`src/rtl/ecc_log_pkg.sv`:
```
package ecc_log_pkg;
  typedef enum logic [2:0] {
    ACC_LOAD  = 3'd0,
    ACC_FILL  = 3'd1,
    ACC_SPEC  = 3'd2,
    ACC_VICT  = 3'd3,
    ACC_DMISS = 3'd4
  } acc_e;

  typedef struct packed {
    logic irq;
    logic log;
    logic ld;
    logic scrub;
  } act_t;

  typedef enum logic [1:0] {
    SC_IDLE = 2'd0,
    SC_REQ  = 2'd1,
    SC_WAIT = 2'd2
  } scrub_st_e;
endpackage

```
`src/rtl/ecc_class_decode.sv`:
```
module ecc_class_decode
  import ecc_log_pkg::*;
#(
  parameter int SYN_W = 8,
  parameter int NQ    = 2
) (
  input  logic                err_vld,
  input  logic [2:0]          acc_type,
  input  logic [NQ*SYN_W-1:0] syn_all,
  output act_t                act
);
  logic [NQ-1:0] qerr;
  logic          hit;

  for (genvar q = 0; q < NQ; q++) begin : g_q
    assign qerr[q] = |syn_all[q*SYN_W +: SYN_W];
  end

  assign hit = err_vld && (|qerr);

  always_comb begin
    act = '0;
    if (hit) begin
      unique case (acc_type)
        ACC_LOAD:  begin act.irq = 1'b1; act.log = 1'b1; act.ld = 1'b1; act.scrub = 1'b1; end
        ACC_FILL:  begin act.irq = 1'b1; act.log = 1'b1; end
        ACC_SPEC,
        ACC_VICT,
        ACC_DMISS: act.irq = 1'b1;
        default:   act = '0;
      endcase
    end
  end
endmodule

```
`src/rtl/ecc_log_regs.sv`:
```
module ecc_log_regs #(
  parameter int LA_W  = 37,
  parameter int SYN_W = 8,
  parameter int NQ    = 2
) (
  input  logic                clk,
  input  logic                rst,
  input  logic                log_ev,
  input  logic                ld_ev,
  input  logic [LA_W-1:0]     line_in,
  input  logic [NQ*SYN_W-1:0] syn_in,
  input  logic                clr_vld,
  input  logic [1:0]          clr_bits,
  output logic [1:0]          stat,
  output logic [LA_W-1:0]     line_q,
  output logic [NQ*SYN_W-1:0] syn_q
);
  logic       capture;
  logic [1:0] set_m;
  logic [1:0] clr_m;

  assign capture = (stat == 2'b00) && log_ev;
  assign set_m   = capture ? {ld_ev, 1'b1} : 2'b00;
  assign clr_m   = clr_vld ? clr_bits : 2'b00;

  always_ff @(posedge clk) begin
    if (rst) begin
      stat   <= '0;
      line_q <= '0;
    end else begin
      stat <= (stat & ~clr_m) | set_m;
      if (capture) line_q <= line_in;
    end
  end

  for (genvar q = 0; q < NQ; q++) begin : g_syn
    always_ff @(posedge clk) begin
      if (rst)          syn_q[q*SYN_W +: SYN_W] <= '0;
      else if (capture) syn_q[q*SYN_W +: SYN_W] <= syn_in[q*SYN_W +: SYN_W];
    end
  end


  log_freeze_chk: assert property (@(posedge clk) disable iff (rst)
    (stat != 2'b00) |=> ($stable(line_q) && $stable(syn_q)));
endmodule

```
`src/rtl/ecc_scrub_ctl.sv`:
```
module ecc_scrub_ctl
  import ecc_log_pkg::*;
#(
  parameter int LA_W = 37
) (
  input  logic            clk,
  input  logic            rst,
  input  logic            start,
  input  logic [LA_W-1:0] line_in,
  input  logic            rdy,
  input  logic            done,
  output logic            vld,
  output logic [LA_W-1:0] line_q,
  output logic            retry
);
  scrub_st_e st;

  always_ff @(posedge clk) begin
    if (rst) begin
      st     <= SC_IDLE;
      line_q <= '0;
      retry  <= 1'b0;
    end else begin
      retry <= 1'b0;
      unique case (st)
        SC_IDLE: if (start) begin st <= SC_REQ; line_q <= line_in; end
        SC_REQ:  if (rdy) st <= SC_WAIT;
        SC_WAIT: if (done) begin st <= SC_IDLE; retry <= 1'b1; end
        default: st <= SC_IDLE;
      endcase
    end
  end

  assign vld = (st == SC_REQ);


  scrub_hold_chk: assert property (@(posedge clk) disable iff (rst)
    (vld && !rdy) |=> (vld && $stable(line_q)));

  no_restart_chk: assert property (@(posedge clk) disable iff (rst)
    (st != SC_IDLE) |=> $stable(line_q));

  retry_pulse_chk: assert property (@(posedge clk) disable iff (rst)
    retry |=> !retry);
endmodule

```
`src/rtl/fill_ecc_logger.sv`:
```
module fill_ecc_logger
  import ecc_log_pkg::*;
#(
  parameter int ADDR_W   = 43,
  parameter int LINE_LSB = 6,
  parameter int SYN_W    = 8,
  localparam int LA_W    = ADDR_W - LINE_LSB,
  localparam int NQ      = 2
) (
  input  logic             clk,
  input  logic             rst,
  input  logic             err_vld,
  input  logic [2:0]       acc_type,
  input  logic [LA_W-1:0]  fill_line,
  input  logic [SYN_W-1:0] syn_q0,
  input  logic [SYN_W-1:0] syn_q1,
  input  logic             irq_en,
  input  logic             clr_vld,
  input  logic [1:0]       clr_bits,
  input  logic             scrub_rdy,
  input  logic             scrub_done,
  output logic [1:0]       stat,
  output logic [LA_W-1:0]  log_line,
  output logic [SYN_W-1:0] log_syn0,
  output logic [SYN_W-1:0] log_syn1,
  output logic             crd_irq,
  output logic             scrub_vld,
  output logic [LA_W-1:0]  scrub_line,
  output logic             retry_ld
);
  act_t                act;
  logic [NQ*SYN_W-1:0] syn_all;
  logic [NQ*SYN_W-1:0] syn_log;

  assign syn_all = {syn_q1, syn_q0};

  ecc_class_decode #(.SYN_W(SYN_W), .NQ(NQ)) u_dec (
    .err_vld (err_vld),
    .acc_type(acc_type),
    .syn_all (syn_all),
    .act     (act)
  );

  ecc_log_regs #(.LA_W(LA_W), .SYN_W(SYN_W), .NQ(NQ)) u_regs (
    .clk     (clk),
    .rst     (rst),
    .log_ev  (act.log),
    .ld_ev   (act.ld),
    .line_in (fill_line),
    .syn_in  (syn_all),
    .clr_vld (clr_vld),
    .clr_bits(clr_bits),
    .stat    (stat),
    .line_q  (log_line),
    .syn_q   (syn_log)
  );

  assign log_syn0 = syn_log[SYN_W-1:0];
  assign log_syn1 = syn_log[NQ*SYN_W-1:SYN_W];

  ecc_scrub_ctl #(.LA_W(LA_W)) u_scrub (
    .clk    (clk),
    .rst    (rst),
    .start  (act.scrub),
    .line_in(fill_line),
    .rdy    (scrub_rdy),
    .done   (scrub_done),
    .vld    (scrub_vld),
    .line_q (scrub_line),
    .retry  (retry_ld)
  );

  always_ff @(posedge clk) begin
    if (rst) crd_irq <= 1'b0;
    else     crd_irq <= act.irq && irq_en;
  end


  irq_gate_chk: assert property (@(posedge clk) disable iff (rst)
    !irq_en |=> !crd_irq);
endmodule

```
`config.mk`:
```
export PLATFORM = sky130hd
export DESIGN_NAME = fill_ecc_logger
export DESIGN_NICKNAME = d
export VERILOG_FILES = /design/src/rtl/ecc_log_pkg.sv /design/src/rtl/ecc_class_decode.sv /design/src/rtl/ecc_log_regs.sv /design/src/rtl/ecc_scrub_ctl.sv /design/src/rtl/fill_ecc_logger.sv
export SDC_FILE = /design/constraint.sdc
export NUM_CORES = 1
export LEC_CHECK = 0
export BUFFER_PORTS_ARGS = -buffer_cell sky130_fd_sc_hd__buf_2
export CAP_MARGIN = 20
export CORE_MARGIN = 8
export CORE_UTILIZATION = 45
export DETAILED_ROUTE_END_ITERATION = 8
export HOLD_SLACK_MARGIN = 0.08
export PLACE_DENSITY = 0.74
export SETUP_SLACK_MARGIN = 0.3
export SLEW_MARGIN = 20
export SYNTH_ARGS = -nofsm -noshare
export SYNTH_HDL_FRONTEND = slang
export SYNTH_HIERARCHICAL = 1
export SYNTH_SLANG_ARGS = --single-unit
export TNS_END_PERCENT = 100
```
`constraint.sdc`:
```
create_clock -name clk -period 2 [get_ports clk]
set_clock_uncertainty 0.05 [all_clocks]
set_input_delay 0.2 -clock clk [delete_from_list [all_inputs] [get_ports clk]]
set_output_delay 0.2 -clock clk [all_outputs]
set_load 0.02 [all_outputs]
```
After elaboration in Yosys (flattened, before gate mapping). Cells that the tools add are included.

Register bits after elaboration: 96. Word-level logic and storage cells: 44.

Eq/ne operators: 9. Muxes and demuxes: 11. Bitwise operators: 4. Reductions and logical operators: 12.

Operator list (count): $reduce_or 16->1 (1); $mux 2 (6); $eq 3x2->1 const B (2); $ne 2x2->1 const B (3); $pmux 2 s3 (1); $reduce_or 5->1 (1); $logic_not 2->1 (2); $mux 4 (1); $reduce_or 2->1 (2); $eq 3x1->1 const B (1); $eq 3x3->1 const B (1); $logic_and 1x1->1 (3); $logic_not 3->1 (1); $mux 1 (3); $reduce_and 3->1 (1); $and 2x2->2 (1); $eq 2x1->1 const B (1); $eq 2x2->1 const B (1); $not 2->2 (1); $or 2x2->2 (1); $reduce_and 2->1 (1); $not 1->1 (1).

Longest topological paths before layout. Gate-level depths: netlist of the first run.

Word-level depth: 7. Gate-level depth with buffers: 7. Gate-level depth less buffers: 5.

Cells and area by module. Netlist of the first run, hierarchy kept.

By module, submodules not included: ecc_log_regs (times used 1, cells an instance 238, area each 2524.9 sq um, sequential area each 1101.1 sq um); ecc_scrub_ctl (times used 1, cells an instance 171, area each 1804.2 sq um, sequential area each 800.8 sq um); ecc_class_decode (times used 1, cells an instance 12, area each 77.6 sq um, sequential area each 0.0 sq um); fill_ecc_logger (times used 1, cells an instance 2, area each 28.8 sq um, sequential area each 20.0 sq um).

Worst setup path before layout of the first run. OpenSTA, ideal clock, no wires.

Path kind: input-to-reg. Start point: input syn_q0[2]. End point: register u_scrub.line_q[0]. Library setup time: 118 ps. Arrival: 1330 ps. Data required time: 1832 ps. Path slack: 502 ps. Stages: 7. Cell sequence: nor4_1 > nand4_1 > and3_1 > nor3b_2 > buf_6 > buf_12 > mux2i_1.

RTL lines: start, declared (line fill_ecc_logger.sv:15) `input logic [SYN_W-1:0] syn_q0,`; end signal, assigned (line ecc_scrub_ctl.sv:21) `line_q <= '0;`; end signal, assigned (line ecc_scrub_ctl.sv:26) `SC_IDLE: if (start) begin st <= SC_REQ; line_q <= line_in; end`; end, declared (line ecc_scrub_ctl.sv:13) `output logic [LA_W-1:0] line_q,`.

==> results of run 1 <==
-- worst max-delay path: stages --
cell and delay, ns:
buf_2 0.11, nor4_1 0.32, nand4_1 0.19, buf_4 0.18, and3_1 0.21, nor3b_4 0.18
buf_12 0.20, mux2i_1 0.15
-- report_power, final --
group / internal (W) / switching [W]
clock network: 0.000578 / 0.000670
registers: 0.00197 / 0.0000313
logic: 0.000305 / 0.000270
-- area by class of cell --
cell class	instances	area [um2]
clock inverter	7	72.57
tap	133	166.4
clock buffer	9	123.9
multi-input combinational	296	2242
fill	813	3636
sequential	96	1922
timing repair buffer	231	1521
-- cells by family (layout without fill, tap and decap cells) --
kind of cell           Yosys count  count (layout)  synth area share [%]
AO/OA/AOI/OAI                    7               7                 1.157
buffers and inverters           31             247                 6.403
flip-flops                      96              96                 43.33
multiplexers                    90              90                 20.31
AND/OR/NAND/NOR                199             199                 28.80
-- layer usage --
metal  vias up  track usage [%]  part of all wire (%)
li1       1804                -                     -
met1      1631            17.26                    39
met2        94            31.49                    52
met3        22            5.147                   6.3
met4         0            8.319                   2.4
met5         -                0                     0
-- sequential cells by signal (all words and copies together), names as in the netlist --
register / count
u_regs/syn_q: 16
crd_irq: 1
u_scrub/st: 2
u_scrub/line_q: 37
u_regs/line_q: 37
u_scrub/retry: 1
u_regs/stat: 2
-- timing repair --
| action | CTS | global route |
|---|---|---|
| hold endpoints to repair | 82 | 0 |
| hold buffers | 48 | 0 |
| endpoints found under the setup margin | 47 | 0 |
| resized for setup | 0 | 0 |
| buffers inserted | 3 | 0 |
-- cells in the mapped netlist (2+ instances only) --
cell type and n:
clkbuf_2 2, dfxtp_1 96, and3_1 3, buf_12 8, mux2i_1 90, a21oi_1 2, nor4_1 3, buf_6 4
nor3b_2 2, nand2b_1 180, nor2_1 2, clkbuf_1 15
-- stage by stage --
step                      hold slack [ns]  utilization [%]  instances  setup WS [ns]
after floorplan                    0.2665                -        423         0.5018
after global placement             0.3695            55.10        705        -0.2834
after detailed placement           0.3879            55.10        705        -0.3642
after CTS                         0.08666            62.45        772         0.4450
after global routing              0.08869            62.45        772         0.3291
final                              0.1034            62.45        772         0.4295
-- worst max path at each step --
stage,start,slack [ns],cells past startpoint,to
floorplan,syn_q0[2],0.50,7,u_scrub/line_q[0]
global placement,acc_type[1],-0.28,6,u_regs/line_q[13]
detailed placement,syn_q0[0],-0.36,7,u_regs/line_q[16]
CTS,syn_q0[1],0.45,8,u_scrub/line_q[8]
global route,syn_q0[1],0.33,8,u_scrub/line_q[8]
finish,syn_q0[1],0.43,8,u_scrub/line_q[8]
==> impl_metrics.tcl, run 1 <==
set metrics [dict create \
    numCtsBuffers 9 \
    postSynthNetCount 488 \
    synth-async-reset-ratio_pct 0 \
    reg2reg_setup_slack_ns 0.69 \
    cts_root_buffer "clkbuf_8" \
    yosys_warnings 6 \
    r2r_cells 3 \
    hold_start "clr_bits[1]" \
    postRouteAntennaNets 0 \
    hpwl_mm 8.080 \
    diodes 0 \
    syn_to_final_growth_pct 36.36 \
    core_um2 9684 \
    initial_utilization_pct 45.80 \
    die_h_um 115.3 \
    tightestPinTransition_ns 0.5588 \
    setup.worst_path.end_class "flop" \
    antenna_found_initial 0 \
    synth.distinct_cells 28 \
    grt.overflow.total 0 \
    min_path_cells 3 \
    grt_start_max_net_pins 82 \
    place_congestion 0.7967 \
    synth-edff-count 0 \
    final_common_cell "nand2b_1" \
    clock_sink_count 96 \
    status "completed" \
    yosysTopAreaCellShare_pct 43.33 \
    rsz0062_at_grt "no" \
    cts_max_path_buffers 2 \
    period_share_pct 78.53 \
    netlist_instances 423 \
    r2r-end "u_scrub/line_q[25]" \
    cp.required_ns 2.17 \
    fin_nets 699 \
    hold_viol 0 \
    slew-limit-headroom_pct 62.75 \
    hp-class "primary input to flop" \
    syn_area_per_cell_um2 10.49 \
    yosys-top-cells-area "dfxtp_1 43%, nand2b_1 25%, mux2i_1 20%" \
    tns_ns 0 \
    worst_ep_arrival_time_ns 1.74 \
    grt_usage_pct 17.13 \
    power_w 0.003822 \
    fin_crit_ns 1.571 \
    routed_via_density 4.600 \
    r2r-start "u_scrub/st[1]" \
    fin_area_um2 6048 \
    cp-start-kind "primary input" \
    setup_viol 0 \
    clk_pin_slew_ns 0.09 \
    drive_above_1_share_pct 32.39 \
    ios 160 \
    grt_first_pass_wirelength_mm 18.26 \
    dpl_cell_area_um2 5336 \
    drc 0 \
    wl_per_cell_um 14.67 \
    die-area_um2 13290 \
    htreeDepth 3 \
    finalMaxSlewViolations 0 \
    grt_pass1_vias 3909 \
    synthFlopType "dfxtp_1" \
    wl_mm 11.33 \
    worstPathMaxFanout 31 \
    synth_seq_cells 96 \
    ys_seq_area_share_pct 43.33 \
    drt_iter0_drc 107 \
    critical_path_class "primary input to flop" \
    hold_end "u_regs/stat[1]" \
    cap_violations 0 \
    die_x_um 115.3 \
    netlist_area_um2 4436 \
    portBuffers 159 \
    drtPass1Iterations 4 \
    power.leakage_nw 2.618 \
    cts_tree "built" \
    vdd_ir_drop_max_uv 307.0 \
    synth_area_leader_cell "dfxtp_1" \
    clock_latency_ns 0.34 \
    num_vias 3551 \
    powerDensity_nw_per_um2 631.9 \
    fmax_ghz 0.6367 \
    placementRows 36 \
    final_cell_mix "180 x nand2b_1, 158 x buf_2, 96 x dfxtp_1" \
]
Note: power is estimated with default switching activity, not from simulation.
==> run 2: changes to the inputs <==
- PLACE_DENSITY: 0.74 -> 0.76
- clock period: 2 -> 1.3 ns (I/O delays scaled with it)
==> run 2 against run 1 <==
Net effect: global-route usage increased by 4.0 points; clock power increased by 60%; largest cell class is now buffers; worst setup slack got worse by 0.62 ns; the run now ends with negative setup slack left; core utilization increased by 16 points; flip-flop and latch count unchanged; largest power group unchanged.
==> impl_metrics.tcl, run 2 (same netlist as run 1, synthesis figures left out) <==
set metrics [dict create \
    hold_end "u_scrub/line_q[10]" \
    hold_viol 0 \
    placementRows 36 \
    switching_share_pct 25.95 \
    tns_ns -7.522 \
    clock_latency_ns 0.35 \
    htreeDepth 3 \
    hpwl_mm 7.985 \
    die-area_um2 13290 \
    die_x_um 115.3 \
    final_cell_count_no_fill 839 \
    antenna_found_initial 1 \
    fillers 554 \
    portBuffers 159 \
    grt.overflow.total 0 \
    power.leakage_nw 3.152 \
    cp.required_ns 1.51 \
    num_vias 4014 \
    clock_sink_count 96 \
    core_um2 9684 \
    r2r_cells 4 \
    initial_utilization_pct 45.80 \
    wl_met3_um 885 \
    clk_pin_slew_ns 0.09 \
    cp-start-kind "primary input" \
    wl_per_cell_um 18.65 \
    fin_ws_ns -0.1939 \
    critical_path_class "primary input to flop" \
    drc 0 \
    finalMaxSlewViolations 0 \
    grt_usage_pct 21.17 \
    final_common_cell "nand2b_1" \
    ios 160 \
    place_congestion 0.7439 \
    cpPeakStageDelay_ns 0.31 \
    crit_slowest_cell "nor4_4" \
    grt_start_max_net_pins 99 \
    syn_to_final_growth_pct 70.30 \
    status "finished with violations" \
    clockPowerShare_pct 31.6 \
    cts_tree "built" \
    rsz0062_at_grt "yes" \
    pwr-share-comb_pct 19.1 \
    grt_pass1_vias 4181 \
    die_h_um 115.3 \
    failed_checks "negative setup slack" \
    postRouteAntennaNets 0 \
    wl_met1_mm 6.205 \
    routed_via_density 4.784 \
    p_seq_share_pct 49.2 \
    cts_max_path_buffers 2 \
    drt_iter0_drc 201 \
    routed.top_layer "met4" \
    fmax_ghz 0.6694 \
    setup.worst_path.end_class "flop" \
    placed_cells 700 \
    fin_crit_ns 1.494 \
    hp-class "primary input to flop" \
    slew-limit-headroom_pct 73.60 \
    reg2reg_setup_slack_ns -0.11 \
    tightestPinTransition_ns 0.3955 \
    numCtsBuffers 9 \
    p_int_w 0.004675 \
    final_cell_mix "180 x nand2b_1, 107 x buf_6, 93 x dfxtp_2" \
    fin_nets 765 \
    drive_above_1_share_pct 52.34 \
    crit_buf_inv 3 \
    crit_family "simple AND/OR/NAND/NOR gates" \
    crit_chain "buf_2, nor4_4, nand4_1, and3_4, nor3b_4, buf_6, buf_12, mux2i_1" \
    vdd_ir_drop_max_uv 523.5 \
    r2r-start "u_regs/stat[0]" \
    r2r-end "u_regs/line_q[13]" \
    cts_root_buffer "clkbuf_8" \
    p_sw_w 0.001638 \
    min_path_cells 3 \
    wl_mm 15.65 \
    reg_top3 "u_regs/line_q x37, u_scrub/line_q x37, u_regs/syn_q x16" \
    grt_first_pass_wirelength_mm 21.91 \
    setup_viol 92 \
    worstPathMaxFanout 6 \
    period_share_pct 114.9 \
    worst_ep_arrival_time_ns 1.71 \
    powerDensity_nw_per_um2 835.8 \
    dr_wl_met2_mm 8.195 \
    cap_violations 0 \
    hold_start "rst" \
    drtPass1Iterations 4 \
]
==> run 2: power groups by stage <==
| stage | sequential (W) | combinational [W] | clock, W |
|---|---|---|---|
| floorplan | 0.00324 | 0.000391 | 0 |
| global placement | 0.00314 | 0.000750 | 0 |
| detailed placement | 0.00314 | 0.000770 | 0 |
| CTS | 0.00311 | 0.00109 | 0.00201 |
| global route | 0.00312 | 0.00128 | 0.00215 |
| finish | 0.00311 | 0.00121 | 0.00200 |
==> run 2: worst register-to-register path, stage by stage (launching register included) <==
cell and delay [ns]:
dfxtp_4 0.37, nor3b_4 0.28, buf_6 0.21, buf_12 0.16, mux2i_1 0.25
==> run 2: timing repair <==
item | in CTS | in global routing
setup endpoints to repair | 189 | 189
hold buffers | 57 | 0
endpoints found under the hold margin | 93 | 0
pin swaps | 9 | 2
gates resized for setup | 306 | 10
gates cloned | 4 | 2
buffers inserted | 23 | 36
==> run 2: worst max path at each step <==
stage,start,endpoint,slack (ns),depth (start not counted)
finish,syn_q0[5],u_regs/line_q[13],-0.19,8
global route,syn_q0[5],u_regs/line_q[7],-0.20,8
CTS,u_scrub/st[0],scrub_vld,-0.03,3
detailed placement,syn_q0[1],u_scrub/line_q[24],-0.42,7
global placement,syn_q0[1],u_scrub/line_q[23],-0.38,7
floorplan,syn_q1[1],u_regs/line_q[0],-0.1,7
==> run 2: cell type report <==
| cell class | count | area, um2 | share of cell area, % |
|---|---|---|---|
| Sequential cell | 96 | 2049 | 27.13 |
| Clock buffer | 11 | 141.4 | 1.872 |
| Tap cell | 133 | 166.4 | 2.203 |
| Multi-Input combinational cell | 296 | 2326 | 30.79 |
| Timing Repair Buffer | 297 | 2811 | 37.22 |
| Clock inverter | 5 | 56.30 | 0.7454 |
| Antenna cell | 1 | 2.502 | 0.03313 |
==> run 2: per-stage QoR <==
step	hold WS (ns)	instance area, um2	util, %	worst slack [ns]	total power [W]
floorplan	0.1889	4477	-	-0.09530	0.003633
global placement	0.2918	5353	55.27	-0.3826	0.003886
detailed placement	0.3093	5353	55.27	-0.4193	0.003909
CTS	0.09238	7189	74.24	-0.02740	0.006211
global route	0.1278	7553	78.00	-0.2014	0.006544
finish	0.1314	7553	78.00	-0.1939	0.006313
==> run 2: layer usage <==
metal | up-vias | global-route usage [%]
met2 | 132 | 39.36
met4 | 0 | 7.443
met5 | - | 0
met3 | 29 | 5.567
met1 | 1918 | 22.46
li1 | 1935 | -
